[src/rtl/ps2h_pkg.sv]
package ps2h_pkg;
  localparam int unsigned BYTE_W = 8;
  // Falling edges counted after the start bit: 8 data, parity, stop, acknowledge.
  localparam int unsigned ACK_EDGE = BYTE_W + 3;

  typedef enum logic [2:0] {
    ST_IDLE,
    ST_INHIBIT,
    ST_REQ,
    ST_WAIT,
    ST_SHIFT
  } ps2h_state_e;

  function automatic logic odd_par(input logic [BYTE_W-1:0] b);
    return ~(^b);
  endfunction
endpackage

[src/rtl/ps2h_sync.sv]
module ps2h_sync #(
  parameter int unsigned WIDTH  = 2,
  parameter int unsigned STAGES = 2
) (
  input  logic             clk,
  input  logic             rst_n,
  input  logic [WIDTH-1:0] d,
  output logic [WIDTH-1:0] q
);
  logic [WIDTH-1:0] chain [STAGES];

  generate
    for (genvar s = 0; s < STAGES; s++) begin : g_stage
      always_ff @(posedge clk or negedge rst_n) begin
        if (!rst_n) chain[s] <= '1;
        else if (s == 0) chain[s] <= d;
        else chain[s] <= chain[(s == 0) ? 0 : s-1];
      end
    end
  endgenerate

  assign q = chain[STAGES-1];
endmodule

[src/rtl/ps2h_timer.sv]
module ps2h_timer #(
  parameter int unsigned W = 16
) (
  input  logic         clk,
  input  logic         rst_n,
  input  logic         load,
  input  logic [W-1:0] val,
  output logic         zero
);
  logic [W-1:0] cnt;

  always_ff @(posedge clk or negedge rst_n) begin
    if (!rst_n)          cnt <= '0;
    else if (load)       cnt <= val;
    else if (cnt != '0)  cnt <= cnt - 1'b1;
  end

  assign zero = (cnt == '0);
endmodule

[src/rtl/ps2h_tx.sv]
module ps2h_tx
  import ps2h_pkg::*;
#(
  parameter int unsigned CLK_FREQ_HZ  = 100_000_000,
  parameter int unsigned INHIBIT_US   = 100,
  parameter int unsigned FIRST_CLK_US = 20_000,
  parameter int unsigned XFER_US      = 2_000
) (
  input  logic              clk,
  input  logic              rst_n,
  input  logic              tx_valid,
  input  logic [BYTE_W-1:0] tx_data,
  output logic              tx_ready,
  input  logic              ps2_clk_i,
  input  logic              ps2_dat_i,
  output logic              ps2_clk_pull,
  output logic              ps2_dat_pull,
  output logic              busy,
  output logic              done,
  output logic              err_noack,
  output logic              err_timeout
);
  localparam int unsigned CYC_PER_US = CLK_FREQ_HZ / 1_000_000;
  localparam int unsigned INH_CYC    = CYC_PER_US * INHIBIT_US;
  localparam int unsigned FIRST_CYC  = CYC_PER_US * FIRST_CLK_US;
  localparam int unsigned XFER_CYC   = CYC_PER_US * XFER_US;
  localparam int unsigned MAX_A      = (INH_CYC > FIRST_CYC) ? INH_CYC : FIRST_CYC;
  localparam int unsigned MAX_CYC    = (MAX_A > XFER_CYC) ? MAX_A : XFER_CYC;
  localparam int unsigned TW         = $clog2(MAX_CYC + 1);
  localparam int unsigned SH_W       = BYTE_W + 2;
  localparam int unsigned EW         = $clog2(ACK_EDGE + 1);

  ps2h_state_e state;
  logic [SH_W-1:0] shreg;
  logic [EW-1:0]   ecnt;
  logic            clk_pull_q, dat_pull_q;
  logic            done_q, noack_q, tmo_q;

  // Line synchronizers and falling-edge detection
  logic [1:0] line_s;
  logic       clk_prev, clk_fall, dat_s;

  ps2h_sync #(.WIDTH(2), .STAGES(2)) u_sync (
    .clk  (clk),
    .rst_n(rst_n),
    .d    ({ps2_dat_i, ps2_clk_i}),
    .q    (line_s)
  );

  always_ff @(posedge clk or negedge rst_n) begin
    if (!rst_n) clk_prev <= 1'b1;
    else        clk_prev <= line_s[0];
  end

  assign clk_fall = clk_prev & ~line_s[0];
  assign dat_s    = line_s[1];

  // Shared countdown for the inhibit, first-edge and frame windows
  logic          tmr_load, tmr_zero;
  logic [TW-1:0] tmr_val;

  always_comb begin
    tmr_load = 1'b0;
    tmr_val  = '0;
    unique case (state)
      ST_IDLE:  if (tx_valid) begin tmr_load = 1'b1; tmr_val = TW'(INH_CYC); end
      ST_REQ:   begin tmr_load = 1'b1; tmr_val = TW'(FIRST_CYC); end
      ST_WAIT:  if (clk_fall) begin tmr_load = 1'b1; tmr_val = TW'(XFER_CYC); end
      default:  ;
    endcase
  end

  ps2h_timer #(.W(TW)) u_tmr (
    .clk  (clk),
    .rst_n(rst_n),
    .load (tmr_load),
    .val  (tmr_val),
    .zero (tmr_zero)
  );

  // Transfer sequencer
  always_ff @(posedge clk or negedge rst_n) begin
    if (!rst_n) begin
      state      <= ST_IDLE;
      shreg      <= '0;
      ecnt       <= '0;
      clk_pull_q <= 1'b0;
      dat_pull_q <= 1'b0;
      done_q     <= 1'b0;
      noack_q    <= 1'b0;
      tmo_q      <= 1'b0;
    end else begin
      done_q  <= 1'b0;
      noack_q <= 1'b0;
      tmo_q   <= 1'b0;
      unique case (state)
        ST_IDLE: begin
          clk_pull_q <= 1'b0;
          dat_pull_q <= 1'b0;
          if (tx_valid) begin
            shreg      <= {1'b1, odd_par(tx_data), tx_data};
            ecnt       <= '0;
            clk_pull_q <= 1'b1;
            state      <= ST_INHIBIT;
          end
        end
        ST_INHIBIT: begin
          if (tmr_zero) begin
            dat_pull_q <= 1'b1;
            state      <= ST_REQ;
          end
        end
        ST_REQ: begin
          clk_pull_q <= 1'b0;
          state      <= ST_WAIT;
        end
        ST_WAIT: begin
          if (clk_fall) begin
            dat_pull_q <= ~shreg[0];
            shreg      <= {1'b1, shreg[SH_W-1:1]};
            ecnt       <= EW'(1);
            state      <= ST_SHIFT;
          end else if (tmr_zero) begin
            dat_pull_q <= 1'b0;
            tmo_q      <= 1'b1;
            state      <= ST_IDLE;
          end
        end
        ST_SHIFT: begin
          if (clk_fall) begin
            if (ecnt == EW'(ACK_EDGE - 1)) begin
              done_q     <= ~dat_s;
              noack_q    <= dat_s;
              dat_pull_q <= 1'b0;
              state      <= ST_IDLE;
            end else begin
              dat_pull_q <= ~shreg[0];
              shreg      <= {1'b1, shreg[SH_W-1:1]};
              ecnt       <= ecnt + 1'b1;
            end
          end else if (tmr_zero) begin
            dat_pull_q <= 1'b0;
            tmo_q      <= 1'b1;
            state      <= ST_IDLE;
          end
        end
        default: state <= ST_IDLE;
      endcase
    end
  end

  assign tx_ready     = (state == ST_IDLE);
  assign busy         = (state != ST_IDLE);
  assign ps2_clk_pull = clk_pull_q;
  assign ps2_dat_pull = dat_pull_q;
  assign done         = done_q;
  assign err_noack    = noack_q;
  assign err_timeout  = tmo_q;
endmodule

[config.mk]
export PLATFORM = sky130hd
export DESIGN_NAME = ps2h_tx
export DESIGN_NICKNAME = d
export VERILOG_FILES = /design/src/rtl/ps2h_pkg.sv /design/src/rtl/ps2h_sync.sv /design/src/rtl/ps2h_timer.sv /design/src/rtl/ps2h_tx.sv
export SDC_FILE = /design/constraint.sdc
export NUM_CORES = 1
export LEC_CHECK = 0
export ABC_AREA = 0
export BUFFER_PORTS_ARGS = -buffer_cell sky130_fd_sc_hd__buf_2
export CORE_ASPECT_RATIO = 0.9
export CORE_MARGIN = 2
export CORE_UTILIZATION = 37
export DETAILED_ROUTE_END_ITERATION = 8
export GPL_TIMING_DRIVEN = 0
export SYNTH_ARGS = -nofsm -noshare
export SYNTH_HDL_FRONTEND = slang
export SYNTH_SLANG_ARGS = --single-unit
[constraint.sdc]
create_clock -name clk -period 2.5 [get_ports clk]
set_input_delay 0.25 -clock clk [delete_from_list [all_inputs] [get_ports clk]]
set_output_delay 0.25 -clock clk [all_outputs]
set_load 0.05 [all_outputs]
==> flow_summary.ini <==
[yosys]
synth-seq-area-share_pct = 47.4
synth_cell_types = 47
ys.flop_type = dfrtp_1
post-synth-top-count-cell = dfrtp_1
netlist_instances = 263
async_flop_share_pct = 100
synth_top_area_share_pct = 42.3
synthesis.area_sq_um = 2550
yosys-top-cells-area = dfrtp_1 42%, xnor2_1 6.9%, dfstp_2 5.2%
synth_common_cells = 43 x dfrtp_1, 26 x nand2_1, 22 x nor2_1, 20 x o21ai_0, 20 x xnor2_1
yosys_warnings = 0
synthDominantAreaCellType = dfrtp_1
syn_avg_cell_area_sq_um = 9.68
syn-num-nets = 279
synth_edf_count = 0
synth-seq-cells = 48

[cells_and_area]
fin_cells = 380
final_nets = 305
final_area_sq_um = 2840
multiInputGateArea_sq_um = 1230
drive_gt1_share_pct = 15.9
final_util_pct = 42.9
areaGrowthSynthToFinish_pct = 11.5
ff_latch_area_sq_um = 1210
fill_cells = 669
n_antenna_cell = 0

[sta]
worstMarginPinSlew_ps = 1110
tns_ps = 0
finalClockSkew_ps = 9.05
fin_crit_ps = 2290
relSlewSlack_pct = 25.7
max_freq_ghz = 0.436
setup_viol = 0
rsz0062_at_grt = false
finalHoldViolations = 0
drv_slew = 0
finalCritPeriodShare_pct = 91.8

[global_route]
antenna_found_initial = 0
grt_overflow_total = 0
grt_pass1_wl_mm = 9.36
grt_pass1_vias = 1936
grt_max_degree = 49
grt_usage_pct = 15.7

[setup_path]
critPathKind = reg2reg
worstPathMaxFanout = 10
cp.arrival_ps = 2470
startpoint = u_tmr.cnt[0]
r2r-start = u_tmr.cnt[0]
critical_path_required_ps = 2680
critPathCaptureType = flip-flop
cp-start-kind = flip-flop

[drt]
drc = 0
dr.pass1.iters = 4
viasPerCell = 5.25
wirelength_mm = 5.43
drtAntennaViolNets = 0
vias = 1996
wl_per_cell_um = 14.3
drt_iter0_drc = 76

[clock_tree]
h-tree-depth = 2
cts_tree = built
cts_setup_buffers = 0
cts_buffers = 5
clockBufferDepth = 2
ctsHoldBuffers = 0
cts_sinks = 48
worst_skew_pair.late_latency_ps = 310
cts_root_buf = clkbuf_8
cts.repair.resized = 0
cts.clk_slew.worst_paths_ps = 100

[power_and_ir_drop]
power.density_nw_per_um2 = 651
power_mw = 1.85
total_leakage_power_nw = 1.19
ir_worst_vdd_mv = 0.305

[floorplan]
io_pins = 20
die_w_um = 91.4
die_h_um = 82.7
start_util_pct = 38.5
die-area_sq_um = 7560
rows = 28
core-area_sq_um = 6620

[min_path]
min_from = ps2_dat_i
hold_class = in2reg

[placement]
place_inst = 372
dp_hpwl_mm = 3.80
dpl_cell_area_sq_um = 2750
port_buffers = 19
place.gp.congestion = 0.855

[run_status]
outcome = finished, final reports clean

[flow_run]
maxCapViolations = 0
[power breakdown]
group / internal [mW] / switching, mW / leakage, nW
combinational: 0.163 / 0.193 / 0.576
sequential: 0.899 / 0.125 / 0.575
clock: 0.196 / 0.271 / 0.0412
total: 1.26 / 0.589 / 1.19
[metal layers]
metal  share of wire (%)  global-route usage [%]  wire length, um
met4                 1.0                    5.00               56
met3                 3.9                    3.18              211
met5                   0                       0                0
met1                  50                    21.0             2700
met2                  45                    26.0             2460
[worst paths after layout]
| path | endpoint | slack [ps] | depth (start not counted) |
|---|---|---|---|
| setup / recovery | u_tmr.cnt[19] | 210 | 8 |
| max in group asynchronous | u_tmr.cnt[6] | 1660 | 1 |
| hold reg to reg | u_sync.q[0] | 360 | 0 |
| hold / removal | u_sync.chain[3] | 40 | 1 |
| min in group asynchronous | u_tmr.cnt[18] | 140 | 1 |
| setup reg to reg | u_tmr.cnt[19] | 210 | 8 |
[registers in the layout (all words and copies together), names as in the netlist]
signal and flops:
u_sync.q 2, clk_prev 1, state 3, done 1
u_sync.chain 2, ps2_dat_pull 1, ps2_clk_pull 1, err_timeout 1
err_noack 1, shreg 10, ecnt 4, u_tmr.cnt 21
[kinds of logic after synthesis]
group / Yosys count / synth area share [%]
multiplexers: 9 / 3.54
AND/OR/NAND/NOR: 103 / 22.0
buffers and inverters: 22 / 4.08
AO/OA/AOI/OAI: 57 / 14.3
flip-flops: 48 / 47.4
XOR/XNOR: 21 / 7.22
adder cells (fa/ha/maj): 3 / 1.47
[through the flow]
stage	worst slack (ps)	hold WS (ps)
final	206	37.5
after CTS	237	28.6
after detailed placement	254	347
after global routing	4.69	20.5
after floorplan	642	-45.6
after global placement	235	346
[final cells by class]
cell class,count,share of cell area (%)
Buffer,14,2.60
Clock buffer,6,2.56
Clock inverter,2,0.441
Inverter,8,1.06
Multi-Input combinational cell,193,43.5
Sequential cell,48,42.5
Tap cell,90,3.97
Timing Repair Buffer,19,3.35
[critical path, stage by stage (launching register included)]
cell	delay, ps
dfrtp_1	410
inv_1	110
ha_1	230
nor4b_2	400
and4_1	270
buf_2	220
nand2_1	200
nor2_1	260
a211oi_1	70
[cell usage in the layout, fill, tap and decap left out, drive strengths merged, types with 4 or more instances in the layout]
| master | instances |
|---|---|
| xnor2 | 20 |
| nand3 | 7 |
| buf | 27 |
| clkbuf | 12 |
| inv | 8 |
| dfstp | 5 |
| nand2 | 26 |
| a21oi | 12 |
| a211oi | 9 |
| dfrtp | 43 |
| mux2i | 9 |
| a21boi | 4 |
| nor4 | 7 |
| or3 | 7 |
| o21ai | 21 |
| nor3 | 6 |
| nor2 | 23 |
Power figures use the tool's default switching activity.
